$ cat config.mk
export PLATFORM = sky130hd
export DESIGN_NAME = thermo_spi_reader
export DESIGN_NICKNAME = d
export VERILOG_FILES = /design/src/rtl/thermo_spi_pkg.sv /design/src/rtl/thermo_spi_clkdiv.sv /design/src/rtl/thermo_spi_settle.sv /design/src/rtl/thermo_spi_shifter.sv /design/src/rtl/thermo_spi_reader.sv
export SDC_FILE = /design/constraint.sdc
export NUM_CORES = 1
export LEC_CHECK = 0
export CORE_ASPECT_RATIO = 0.5
export CORE_MARGIN = 2
export CORE_UTILIZATION = 46
export CTS_BUF_LIST = sky130_fd_sc_hd__clkbuf_4
export CTS_CLUSTER_DIAMETER = 50
export DETAILED_ROUTE_END_ITERATION = 12
export DONT_BUFFER_PORTS = 1
export PLACE_DENSITY = 0.62
export SYNTH_ARGS = -nofsm -noshare
export SYNTH_HDL_FRONTEND = slang
export SYNTH_SLANG_ARGS = --single-unit
$ cat constraint.sdc
create_clock -name clk -period 2.8 [get_ports clk]
set_input_delay 0.14 -clock clk [delete_from_list [all_inputs] [get_ports clk]]
set_output_delay 0.14 -clock clk [all_outputs]
set_load 0.03 [all_outputs]
$ cat src/rtl/thermo_spi_pkg.sv
`timescale 1ns/1ps
package thermo_spi_pkg;

    typedef enum logic [2:0] {
        ST_IDLE,
        ST_CMD,
        ST_SETTLE,
        ST_READ,
        ST_HOLD
    } seq_state_e;

    function automatic int div_ceil(input int num, input int den);
        return (num + den - 1) / den;
    endfunction

endpackage

$ cat src/rtl/thermo_spi_clkdiv.sv
`timescale 1ns/1ps
module thermo_spi_clkdiv #(
    parameter int HALF_CYC = 63
) (
    input  logic clk,
    input  logic rst_n,
    input  logic run_i,
    output logic tick_o
);
    localparam int HC_W = (HALF_CYC > 1) ? $clog2(HALF_CYC) : 1;
    localparam logic [HC_W-1:0] HC_LAST = HC_W'(HALF_CYC - 1);

    logic [HC_W-1:0] hc_d, hc_q;

    always_comb begin
        hc_d   = hc_q;
        tick_o = 1'b0;
        if (!run_i) begin
            hc_d = '0;
        end else if (hc_q == HC_LAST) begin
            tick_o = 1'b1;
            hc_d   = '0;
        end else begin
            hc_d = hc_q + 1'b1;
        end
    end

    always_ff @(posedge clk or negedge rst_n) begin
        if (!rst_n) hc_q <= '0;
        else        hc_q <= hc_d;
    end
endmodule

$ cat src/rtl/thermo_spi_settle.sv
`timescale 1ns/1ps
module thermo_spi_settle #(
    parameter int SETTLE_CYC = 100000
) (
    input  logic clk,
    input  logic rst_n,
    input  logic load_i,
    output logic done_o
);
    localparam int CYC  = (SETTLE_CYC > 0) ? SETTLE_CYC : 1;
    localparam int CW   = $clog2(CYC + 1);
    localparam logic [CW-1:0] CNT_INIT = CW'(CYC - 1);

    logic [CW-1:0] cnt_d, cnt_q;
    logic          act_d, act_q;

    always_comb begin
        cnt_d  = cnt_q;
        act_d  = act_q;
        done_o = 1'b0;
        if (load_i) begin
            cnt_d = CNT_INIT;
            act_d = 1'b1;
        end else if (act_q) begin
            if (cnt_q == '0) begin
                done_o = 1'b1;
                act_d  = 1'b0;
            end else begin
                cnt_d = cnt_q - 1'b1;
            end
        end
    end

    always_ff @(posedge clk or negedge rst_n) begin
        if (!rst_n) begin
            cnt_q <= '0;
            act_q <= 1'b0;
        end else begin
            cnt_q <= cnt_d;
            act_q <= act_d;
        end
    end
endmodule

$ cat src/rtl/thermo_spi_shifter.sv
`timescale 1ns/1ps
module thermo_spi_shifter #(
    parameter int                    FRAME_BITS = 16,
    parameter int                    FIELD_LSB  = 3,
    parameter logic [FRAME_BITS-1:0] CMD_WORD   = 16'h8000
) (
    input  logic                            clk,
    input  logic                            rst_n,
    input  logic                            load_i,
    input  logic                            shift_tx_i,
    input  logic                            sample_i,
    input  logic                            rx_bit_i,
    output logic                            tx_bit_o,
    output logic [FRAME_BITS-FIELD_LSB-1:0] field_o
);
    logic [FRAME_BITS-1:0] tx_d, tx_q;
    logic [FRAME_BITS-1:0] rx_d, rx_q;

    always_comb begin
        tx_d = tx_q;
        rx_d = rx_q;
        if (load_i) begin
            tx_d = CMD_WORD;
        end else if (shift_tx_i) begin
            tx_d = {tx_q[FRAME_BITS-2:0], 1'b0};
        end
        if (sample_i) begin
            rx_d = {rx_q[FRAME_BITS-2:0], rx_bit_i};
        end
    end

    always_ff @(posedge clk or negedge rst_n) begin
        if (!rst_n) begin
            tx_q <= '0;
            rx_q <= '0;
        end else begin
            tx_q <= tx_d;
            rx_q <= rx_d;
        end
    end

    assign tx_bit_o = tx_q[FRAME_BITS-1];
    assign field_o  = rx_q[FRAME_BITS-1:FIELD_LSB];
endmodule

$ cat src/rtl/thermo_spi_reader.sv
`timescale 1ns/1ps
module thermo_spi_reader
    import thermo_spi_pkg::*;
#(
    parameter int                    CLK_HZ      = 100_000_000,
    parameter int                    SCLK_MAX_HZ = 2_000_000,
    parameter int                    SETTLE_US   = 1000,
    parameter bit                    CPOL        = 1'b0,
    parameter bit                    CPHA        = 1'b0,
    parameter int                    FRAME_BITS  = 16,
    parameter int                    TEMP_SHIFT  = 3,
    parameter logic [FRAME_BITS-1:0] CMD_WORD    = 16'h8000
) (
    input  logic                                   clk,
    input  logic                                   rst_n,
    input  logic                                   start_i,
    output logic                                   busy_o,
    output logic signed [FRAME_BITS-TEMP_SHIFT-1:0] temp_o,
    output logic                                   temp_valid_o,
    output logic                                   cs_n_o,
    output logic                                   sclk_o,
    output logic                                   sdio_out_o,
    output logic                                   sdio_oe_o,
    input  logic                                   sdio_in_i
);
    localparam int HALF_CYC_RAW = div_ceil(CLK_HZ, 2 * SCLK_MAX_HZ);
    localparam int HALF_CYC     = (HALF_CYC_RAW > 0) ? HALF_CYC_RAW : 1;
    localparam int SETTLE_CYC   = (CLK_HZ / 1_000_000) * SETTLE_US;
    localparam int TEMP_W       = FRAME_BITS - TEMP_SHIFT;
    localparam int EDGES        = 2 * FRAME_BITS;
    localparam int EDGE_W       = $clog2(EDGES);
    localparam logic [EDGE_W-1:0] EDGE_LAST = EDGE_W'(EDGES - 1);

    typedef struct packed {
        seq_state_e          state;
        logic                sclk;
        logic                cs_n;
        logic                oe;
        logic                busy;
        logic                valid;
        logic [EDGE_W-1:0]   edge_cnt;
        logic [TEMP_W-1:0]   temp;
    } seq_regs_t;

    localparam seq_regs_t SEQ_RESET = '{
        state:    ST_IDLE,
        sclk:     CPOL,
        cs_n:     1'b1,
        oe:       1'b0,
        busy:     1'b0,
        valid:    1'b0,
        edge_cnt: '0,
        temp:     '0
    };

    seq_regs_t s_d, s_q;

    logic              tick;
    logic              run;
    logic              settle_load;
    logic              settle_done;
    logic              load_cmd;
    logic              shift_tx;
    logic              sample_rx;
    logic              tx_bit;
    logic [TEMP_W-1:0] rx_field;
    logic              lead_edge;
    logic              tx_on_edge;
    logic              rx_on_edge;
    logic              last_edge;

    assign run       = (s_q.state == ST_CMD) || (s_q.state == ST_READ) ||
                       (s_q.state == ST_HOLD);
    assign lead_edge = ~s_q.edge_cnt[0];
    assign last_edge = (s_q.edge_cnt == EDGE_LAST);

    // Edge policy chosen by the clock phase parameter.
    generate
        if (CPHA == 1'b0) begin : g_phase_lead_sample
            assign rx_on_edge = lead_edge;
            assign tx_on_edge = ~lead_edge;
        end else begin : g_phase_trail_sample
            assign rx_on_edge = ~lead_edge;
            assign tx_on_edge = lead_edge & (s_q.edge_cnt != '0);
        end
    endgenerate

    thermo_spi_clkdiv #(
        .HALF_CYC (HALF_CYC)
    ) clkdiv_i (
        .clk    (clk),
        .rst_n  (rst_n),
        .run_i  (run),
        .tick_o (tick)
    );

    thermo_spi_settle #(
        .SETTLE_CYC (SETTLE_CYC)
    ) settle_i (
        .clk    (clk),
        .rst_n  (rst_n),
        .load_i (settle_load),
        .done_o (settle_done)
    );

    thermo_spi_shifter #(
        .FRAME_BITS (FRAME_BITS),
        .FIELD_LSB  (TEMP_SHIFT),
        .CMD_WORD   (CMD_WORD)
    ) shifter_i (
        .clk        (clk),
        .rst_n      (rst_n),
        .load_i     (load_cmd),
        .shift_tx_i (shift_tx),
        .sample_i   (sample_rx),
        .rx_bit_i   (sdio_in_i),
        .tx_bit_o   (tx_bit),
        .field_o    (rx_field)
    );

    always_comb begin
        s_d         = s_q;
        s_d.valid   = 1'b0;
        load_cmd    = 1'b0;
        shift_tx    = 1'b0;
        sample_rx   = 1'b0;
        settle_load = 1'b0;

        unique case (s_q.state)
            ST_IDLE: begin
                if (start_i) begin
                    s_d.state    = ST_CMD;
                    s_d.cs_n     = 1'b0;
                    s_d.busy     = 1'b1;
                    s_d.oe       = 1'b1;
                    s_d.sclk     = CPOL;
                    s_d.edge_cnt = '0;
                    load_cmd     = 1'b1;
                end
            end
            ST_CMD: begin
                if (tick) begin
                    s_d.sclk = ~s_q.sclk;
                    shift_tx = tx_on_edge;
                    if (last_edge) begin
                        s_d.state    = ST_SETTLE;
                        s_d.edge_cnt = '0;
                        settle_load  = 1'b1;
                    end else begin
                        s_d.edge_cnt = s_q.edge_cnt + 1'b1;
                    end
                end
            end
            ST_SETTLE: begin
                s_d.oe = 1'b0;
                if (settle_done) begin
                    s_d.state = ST_READ;
                end
            end
            ST_READ: begin
                if (tick) begin
                    s_d.sclk  = ~s_q.sclk;
                    sample_rx = rx_on_edge;
                    if (last_edge) begin
                        s_d.state    = ST_HOLD;
                        s_d.edge_cnt = '0;
                    end else begin
                        s_d.edge_cnt = s_q.edge_cnt + 1'b1;
                    end
                end
            end
            ST_HOLD: begin
                if (tick) begin
                    s_d.state = ST_IDLE;
                    s_d.cs_n  = 1'b1;
                    s_d.busy  = 1'b0;
                    s_d.valid = 1'b1;
                    s_d.temp  = rx_field;
                end
            end
            default: begin
                s_d = SEQ_RESET;
            end
        endcase
    end

    always_ff @(posedge clk or negedge rst_n) begin
        if (!rst_n) s_q <= SEQ_RESET;
        else        s_q <= s_d;
    end

    assign busy_o       = s_q.busy;
    assign temp_o       = s_q.temp;
    assign temp_valid_o = s_q.valid;
    assign cs_n_o       = s_q.cs_n;
    assign sclk_o       = s_q.sclk;
    assign sdio_oe_o    = s_q.oe;
    assign sdio_out_o   = s_q.oe & tx_bit;
endmodule

==> results of run 1 <==
worst reg2reg max path: stages, from the launching register on:
cell and delay [ps]:
dfrtp_1 420, or4_4 550, or4_4 560, or4_1 500, a21oi_1 180
Yosys cell counts, drive strengths merged:
master,number,area share
or3,8,0.017
or2,3,0.0061
nor2b,2,0.0041
nor4,5,0.012
nand2b,4,0.0082
a31oi,2,0.0041
o31ai,3,0.0073
inv,9,0.011
a21oi,9,0.015
a21o,3,0.0073
or4,8,0.022
dfstp,1,0.0086
o32ai,1,0.0029
xnor2,2,0.0057
ha,6,0.024
nand4,4,0.0082
o21ai,21,0.034
nor3,6,0.011
and4,1,0.0029
nand2,15,0.018
clkbuf,7,0.0086
and2b,1,0.0029
dfrtp,65,0.53
and3,7,0.015
a221oi,1,0.0029
nor2,9,0.011
or3b,1,0.0029
nor3b,2,0.0065
o211ai,1,0.0025
nor4b,2,0.0057
buf,15,0.037
nor4bb,1,0.0033
and4b,1,0.0033
mux2,16,0.059
mux2i,2,0.0065
a22o,13,0.037
a311oi,2,0.0057
xor2,2,0.0057
and2,1,0.0020
nand3,11,0.018
a211o,1,0.0029
flip-flops by register name (all words and copies together), names as in the netlist:
| name | flops |
|---|---|
| sdio_oe_o | 1 |
| settle_i.act_q | 1 |
| temp_valid_o | 1 |
| s_q | 8 |
| temp_o | 13 |
| shifter_i.tx_q | 1 |
| clkdiv_i.hc_q | 5 |
| settle_i.cnt_q | 17 |
| shifter_i.rx_q | 16 |
| busy_o | 1 |
| cs_n_o | 1 |
| sclk_o | 1 |
how the worst min path moves through the flow:
stage                 start            to  slack, ps  cells past startpoint
floorplan             rst_n        busy_o       -160                      0
global placement      rst_n  temp_valid_o       -150                      0
detailed placement    rst_n     temp_o[7]       -150                      0
CTS                 start_i        cs_n_o         30                      2
global route        start_i        cs_n_o         70                      2
finish              start_i        cs_n_o         60                      2
what timing repair did:
action / CTS / global route
resized for setup: 0 / 0
endpoints found under the hold margin: 67 / 0
setup endpoints to repair: 0 / 0
hold buffers: 3 / 0
metal layers:
| layer | up-vias | routed length [microns] | global-route usage |
|---|---|---|---|
| li1 | 995 | - | - |
| met1 | 1030 | 2690 | 0.208 |
| met2 | 34 | 2380 | 0.269 |
| met3 | 7 | 237 | 0.0584 |
| met4 | 0 | 68 | 0.0622 |
| met5 | - | 0 | 0 |
cells by family after synthesis:
logic type,count (synthesis),synth area share
and+or+nand+nor,92,0.181
muxes,18,0.0653
DFF,66,0.539
AOI/OAI and AO/OA,57,0.122
buffers and inverters,31,0.0568
xor gates and xnor gates,4,0.0114
adders and majority gates,6,0.0245
power groups by stage:
stage	logic, mW	registers (mW)	clock network, mW
after floorplan	0.297	1.17	0
after global placement	0.344	1.19	0
after detailed placement	0.362	1.19	0
after CTS	0.388	1.17	0.932
after global routing	0.454	1.19	0.970
final	0.380	1.18	0.903
cell type report:
| cell class | instances | area (sq um) |
|---|---|---|
| clock buffers | 10 | 75.1 |
| clock inverters | 6 | 138 |
| multi-input cells | 177 | 1240 |
| inverters | 9 | 33.8 |
| repair buffers | 7 | 77.6 |
| fillers | 524 | 2930 |
| well taps | 88 | 110 |
| flip-flops and latches | 66 | 1650 |
==> impl_metrics.json, run 1 <==
{
  "grt_use_total": 0.164,
  "syn_inst": 274,
  "cp_num_cells": 4,
  "post_synth_instance_area_sq_um": 3060,
  "die-area_sq_um": 7370,
  "drtIter0Drc": 163,
  "dp_hpwl_mm": 3.64,
  "run_status": "complete, no violations",
  "die_h_microns": 61.7,
  "setup_viol": 0,
  "worstPathArrival_ps": 2610,
  "htree_levels": 3,
  "syn-num-nets": 284,
  "worstPathRequired_ps": 3120,
  "hold_path_class": "in2reg",
  "initial_utilization": 0.490,
  "critPathKind": "reg2reg",
  "timing.fmax_mhz": 437,
  "layout_common_cells": "dfrtp_1, o21ai_0, mux2_2, nand2_1, a22o_1",
  "power_frac_clock": 0.367,
  "wire_per_inst_microns": 14.8,
  "powerDensity_nw_per_um2": 739,
  "worst-path-buf-inv": 0,
  "io_buffers": 0,
  "grt_overflow_total": 0,
  "cp-end-kind": "flip-flop",
  "final_common_cell": "dfrtp_1",
  "row_count": 20,
  "placed_area_sq_um": 3060,
  "cts.clk_slew.worst_paths_ps": 110,
  "synth_cell_type_count": 50,
  "dp.cells": 344,
  "totalPowerFinal_mw": 2.46,
  "cp_slowest_stage_delay_ps": 560,
  "io_pins": 23,
  "finalNetCount": 280,
  "tightest_slew_ps": 1010,
  "yosys_warnings": 0,
  "drc": 0,
  "die_width_microns": 119,
  "post-route-min-period_ps": 2290,
  "hold_violations": 0,
  "setup-tns-final_ps": 0,
  "core_area_sq_um": 6260,
  "start_kind": "flip-flop",
  "fin_worst_skew_ps": 20.3,
  "clock_tree.root_cell": "clkbuf_4",
  "worstSetupEndpoint": "settle_i.cnt_q[13]",
  "area_growth_pct": 8.49,
  "crit_family": "simple AND/OR/NAND/NOR gates",
  "grt_pass1_wl_mm": 9.21,
  "cts_tree": "built",
  "grt_max_degree": 67,
  "antenna_left": 0,
  "r2r-end": "settle_i.cnt_q[13]",
  "clk_latency_ps": 400,
  "final.period_utilization": 0.817,
  "pre_cts_ws_ps": 540,
  "clockBufferDepth": 2,
  "antenna_found_initial": 0,
  "drt_first_pass_iters": 4,
  "syn_avg_cell_area_sq_um": 11.2,
  "fin_ws_ps": 514,
  "ir_drop_v": 0.000334,
  "cp_common_cell": "or4_4",
  "cts_setup_buffers": 0,
  "first_global_vias": 1968,
  "cpMaxStageDelayCell": "or4_4",
  "synth_seq_cells": 66,
  "path_max_fanout": 5,
  "drv_slew": 0,
  "r2r_cells": 4,
  "design_area_sq_um": 3320,
  "switching_share": 0.278,
  "leakagePower_nw": 1.60,
  "reg2reg_slack_ps": 510,
  "timing.slew.headroom": 0.323,
  "cp-startpoint": "settle_i.cnt_q[7]",
  "clock-sinks": 66,
  "combPwrFrac": 0.155,
  "hold_slack_ps": 57.8,
  "maxCapViolations": 0,
  "vias": 2066,
  "via_per_inst": 5.69,
  "cp_cell_sequence": "or4_4 -> or4_4 -> or4_1 -> a21oi_1",
  "p_int_mw": 1.77,
  "rsz0062_at_grt": "no",
  "final_layout_size_suffix_gt1_frac": 0.182,
  "globalplace.congestion": 0.767,
  "drt-total-wl_mm": 5.38,
  "instances_no_fill": 363,
  "post-route-util": 0.531,
  "seq_area_frac_synth": 0.539,
  "worstReg2RegStart": "settle_i.cnt_q[7]",
  "seq_power_share": 0.478,
  "cts_buffers": 9,
  "power.net_switching_mw": 0.684,
  "n_antenna_cell": 0
}
No activity file was read; power rests on OpenSTA's default activity.
==> inputs of run 2 (changes only) <==
--- a/config.mk
+++ b/config.mk
@@ -5,6 +5,7 @@
 export SDC_FILE = /design/constraint.sdc
 export NUM_CORES = 1
 export LEC_CHECK = 0
+export ABC_AREA = 1
 export CORE_ASPECT_RATIO = 0.5
 export CORE_MARGIN = 2
 export CORE_UTILIZATION = 46
@@ -12,7 +13,7 @@
 export CTS_CLUSTER_DIAMETER = 50
 export DETAILED_ROUTE_END_ITERATION = 12
 export DONT_BUFFER_PORTS = 1
-export PLACE_DENSITY = 0.62
+export PLACE_DENSITY = 0.64
 export SYNTH_ARGS = -nofsm -noshare
 export SYNTH_HDL_FRONTEND = slang
 export SYNTH_SLANG_ARGS = --single-unit
==> constraint.sdc (replaced) <==
create_clock -name clk -period 2 [get_ports clk]
set_input_delay 0.1 -clock clk [delete_from_list [all_inputs] [get_ports clk]]
set_output_delay 0.1 -clock clk [all_outputs]
set_load 0.03 [all_outputs]
==> run 2 against run 1 <==
  * Die area increased by 7.8%
  * First-iteration DRC count up 24%
  * Flip-flop and latch count unchanged
  * Utilization shrank 1.0 points
  * Sequential power is 36% higher
  * Combinational power grew 98%
  * Global-route usage increased by 2.1 points
  * Clock skew is 7.3 ps lower
  * Count of clock-buffer cells in the layout fell by 1
  * Hold slack improved by 210 ps
  * Largest cell class unchanged
  * Largest power group unchanged
  * Highest routed layer unchanged
==> impl_metrics.json, run 2 <==
{
  "synth_edf_count": 0,
  "core_area_sq_um": 6830,
  "cp_slowest_stage_delay_ps": 440,
  "seq_area_frac_synth": 0.499,
  "final.period_utilization": 0.910,
  "yosysTopAreaCell": "dfrtp_1",
  "drtIter0Drc": 202,
  "fin_worst_skew_ps": 13.0,
  "grt_use_total": 0.185,
  "largest-register": "settle_i.cnt_q",
  "syn_inst": 402,
  "top_layer_used": "met4",
  "setup-tns-final_ps": 0,
  "reg2reg_slack_ps": 180,
  "synth_common_cells": "nand2_1, dfrtp_1, inv_1",
  "hold_slack_ps": 271,
  "hold_path_class": "in2async",
  "globalplace.congestion": 0.825,
  "initial_utilization": 0.485,
  "crit_family": "simple AND/OR/NAND/NOR gates",
  "finalNetCount": 412,
  "worstPathRequired_ps": 2320,
  "synth.top_cell.area_share": 0.491,
  "grt_overflow_total": 0,
  "clock-sinks": 66,
  "async_reset_ff_frac": 1.00,
  "vias": 2502,
  "critPathKind": "reg2reg",
  "die-area_sq_um": 7940,
  "worstPathArrival_ps": 2140,
  "fillCellCount": 633,
  "drv_slew": 0,
  "cp-end-kind": "flip-flop",
  "clock_tree.root_cell": "clkbuf_4",
  "antenna_found_initial": 0,
  "worst-path-buf-inv": 2,
  "dr_wl_met3_microns": 282,
  "synth_area_leaders": "dfrtp_1, nand2_1, inv_1",
  "timing.fmax_mhz": 549,
  "cp_cell_sequence": "inv_1 -> ha_1 -> nand2_1 -> nor2_4 -> inv_2 -> nand2_2 -> nand2_1 -> a22o_1",
  "leakagePower_nw": 1.77,
  "dp_hpwl_mm": 4.47,
  "clk_latency_ps": 420,
  "synth_cell_type_count": 31,
  "final_common_cell": "nand2_1",
  "pre_cts_ws_ps": 191,
  "drc": 0,
  "regArea_sq_um": 1650,
  "cp_common_cell": "nand2_1",
  "cts_resized": 0,
  "powerDensity_nw_per_um2": 944,
  "drt_first_pass_iters": 4,
  "synth_seq_cells": 66,
  "grt_pass1_wl_mm": 11.2,
  "final_layout_size_suffix_gt1_frac": 0.126,
  "setup_viol": 0,
  "fin_ws_ps": 180,
  "maxCapViolations": 0,
  "dr_wl_met2_mm": 2.92,
  "antenna_left": 0,
  "area_growth_pct": 7.40,
  "grt_max_degree": 67,
  "ir_drop_v": 0.000420,
  "cts_tree": "built",
  "met1Wirelength_mm": 3.02,
  "n_antenna_cell": 0,
  "io_pins": 23,
  "io_buffers": 0,
  "die_h_microns": 64.0,
  "cpMaxStageDelayCell": "dfrtp_1",
  "htree_levels": 3,
  "worstSetupEndpoint": "temp_o[12]",
  "r2r_cells": 8,
  "multi_input_area_sq_um": 1290,
  "run_status": "complete, no violations",
  "post-route-min-period_ps": 1820,
  "timing.slew.headroom": 0.680,
  "yosysMostFrequentCell": "nand2_1",
  "hold_violations": 0,
  "r2r-end": "temp_o[12]",
  "worstReg2RegStart": "clkdiv_i.hc_q[0]",
  "first_global_vias": 2462,
  "wire_per_inst_microns": 12.8,
  "yosys_warnings": 0,
  "via_per_inst": 5.02,
  "drt-total-wl_mm": 6.36,
  "die_width_microns": 124,
  "post_synth_instance_area_sq_um": 3310,
  "cts.clk_slew.worst_paths_ps": 110,
  "syn-num-nets": 412,
  "path_max_fanout": 14,
  "cp-startpoint": "clkdiv_i.hc_q[0]",
  "layout_common_cells": "nand2_1, dfrtp_1, inv_1, nor2_1, nand3_1",
  "syn_avg_cell_area_sq_um": 8.24,
  "start_kind": "flip-flop",
  "cp_num_cells": 8,
  "ys.flop_type": "dfrtp_1",
  "clockBufferDepth": 2,
  "largest_register_ffs": 17,
  "rsz0062_at_grt": "no",
  "row_count": 21,
  "cts_buffers": 9,
  "tightest_slew_ps": 479
}
[run 2: worst min path at each step]
stage / startpoint / endpoint / slack, ps / cells after the start
final: rst_n / settle_i.cnt_q[7] / 270 / 2
after global routing: rst_n / shifter_i.rx_q[3] / 260 / 2
after CTS: rst_n / settle_i.cnt_q[0] / 220 / 2
after detailed placement: rst_n / settle_i.cnt_q[14] / -190 / 0
after global placement: rst_n / settle_i.cnt_q[14] / -190 / 0
after floorplan: rst_n / busy_o / -200 / 0
[run 2: layout make-up]
class	count	share of cell area
Clock buffer	9	0.0190
Tap cell	92	0.0323
Sequential cell	66	0.464
Clock inverter	6	0.0260
Timing Repair Buffer	10	0.0323
Multi-Input combinational cell	254	0.362
Inverter	61	0.0643
[run 2: repair_timing]
| action | CTS | global route |
|---|---|---|
| hold buffers | 4 | 0 |
| endpoints found under the hold margin | 71 | 0 |
| setup buffers | 0 | 0 |
| setup endpoints to repair | 0 | 0 |
[run 2: logic make-up (layout without fill, tap and decap cells)]
group	count (synthesis)	count (layout)	synth area share
flops	66	66	0.499
simple gates	181	181	0.248
compound gates	56	56	0.0891
buf+inv	82	86	0.113
fa+ha+maj	6	6	0.0226
xor+xnor	11	11	0.0291
[run 2: power by group]
group / total, mW / internal, mW / switching [mW]
logic: 0.752 / 0.225 / 0.527
clock network: 0.999 / 0.503 / 0.496
registers: 1.61 / 1.44 / 0.167
total: 3.36 / 2.17 / 1.19
[run 2: through the flow]
step | cells | power [mW] | instance area [sq um] | utilization
final | 498 | 3.36 | 3560 | 0.521
after global routing | 498 | 3.60 | 3560 | 0.521
after CTS | 498 | 3.40 | 3560 | 0.521
after detailed placement | 479 | 2.35 | 3340 | 0.489
after global placement | 479 | 2.33 | 3340 | 0.489
after floorplan | 402 | 2.20 | 3310 | -
[run 2: per-layer routing]
metal | GRT usage | up-vias
met5 | 0 | -
li1 | - | 1254
met1 | 0.229 | 1198
met3 | 0.0688 | 13
met2 | 0.293 | 37
met4 | 0.0758 | 0
[run 2: worst register-to-register path, cell delays in order (launching register included)]
cell	delay, ps
dfrtp_1	440
inv_1	80
ha_1	130
nand2_1	80
nor2_4	180
inv_2	110
nand2_2	100
nand2_1	300
a22o_1	290
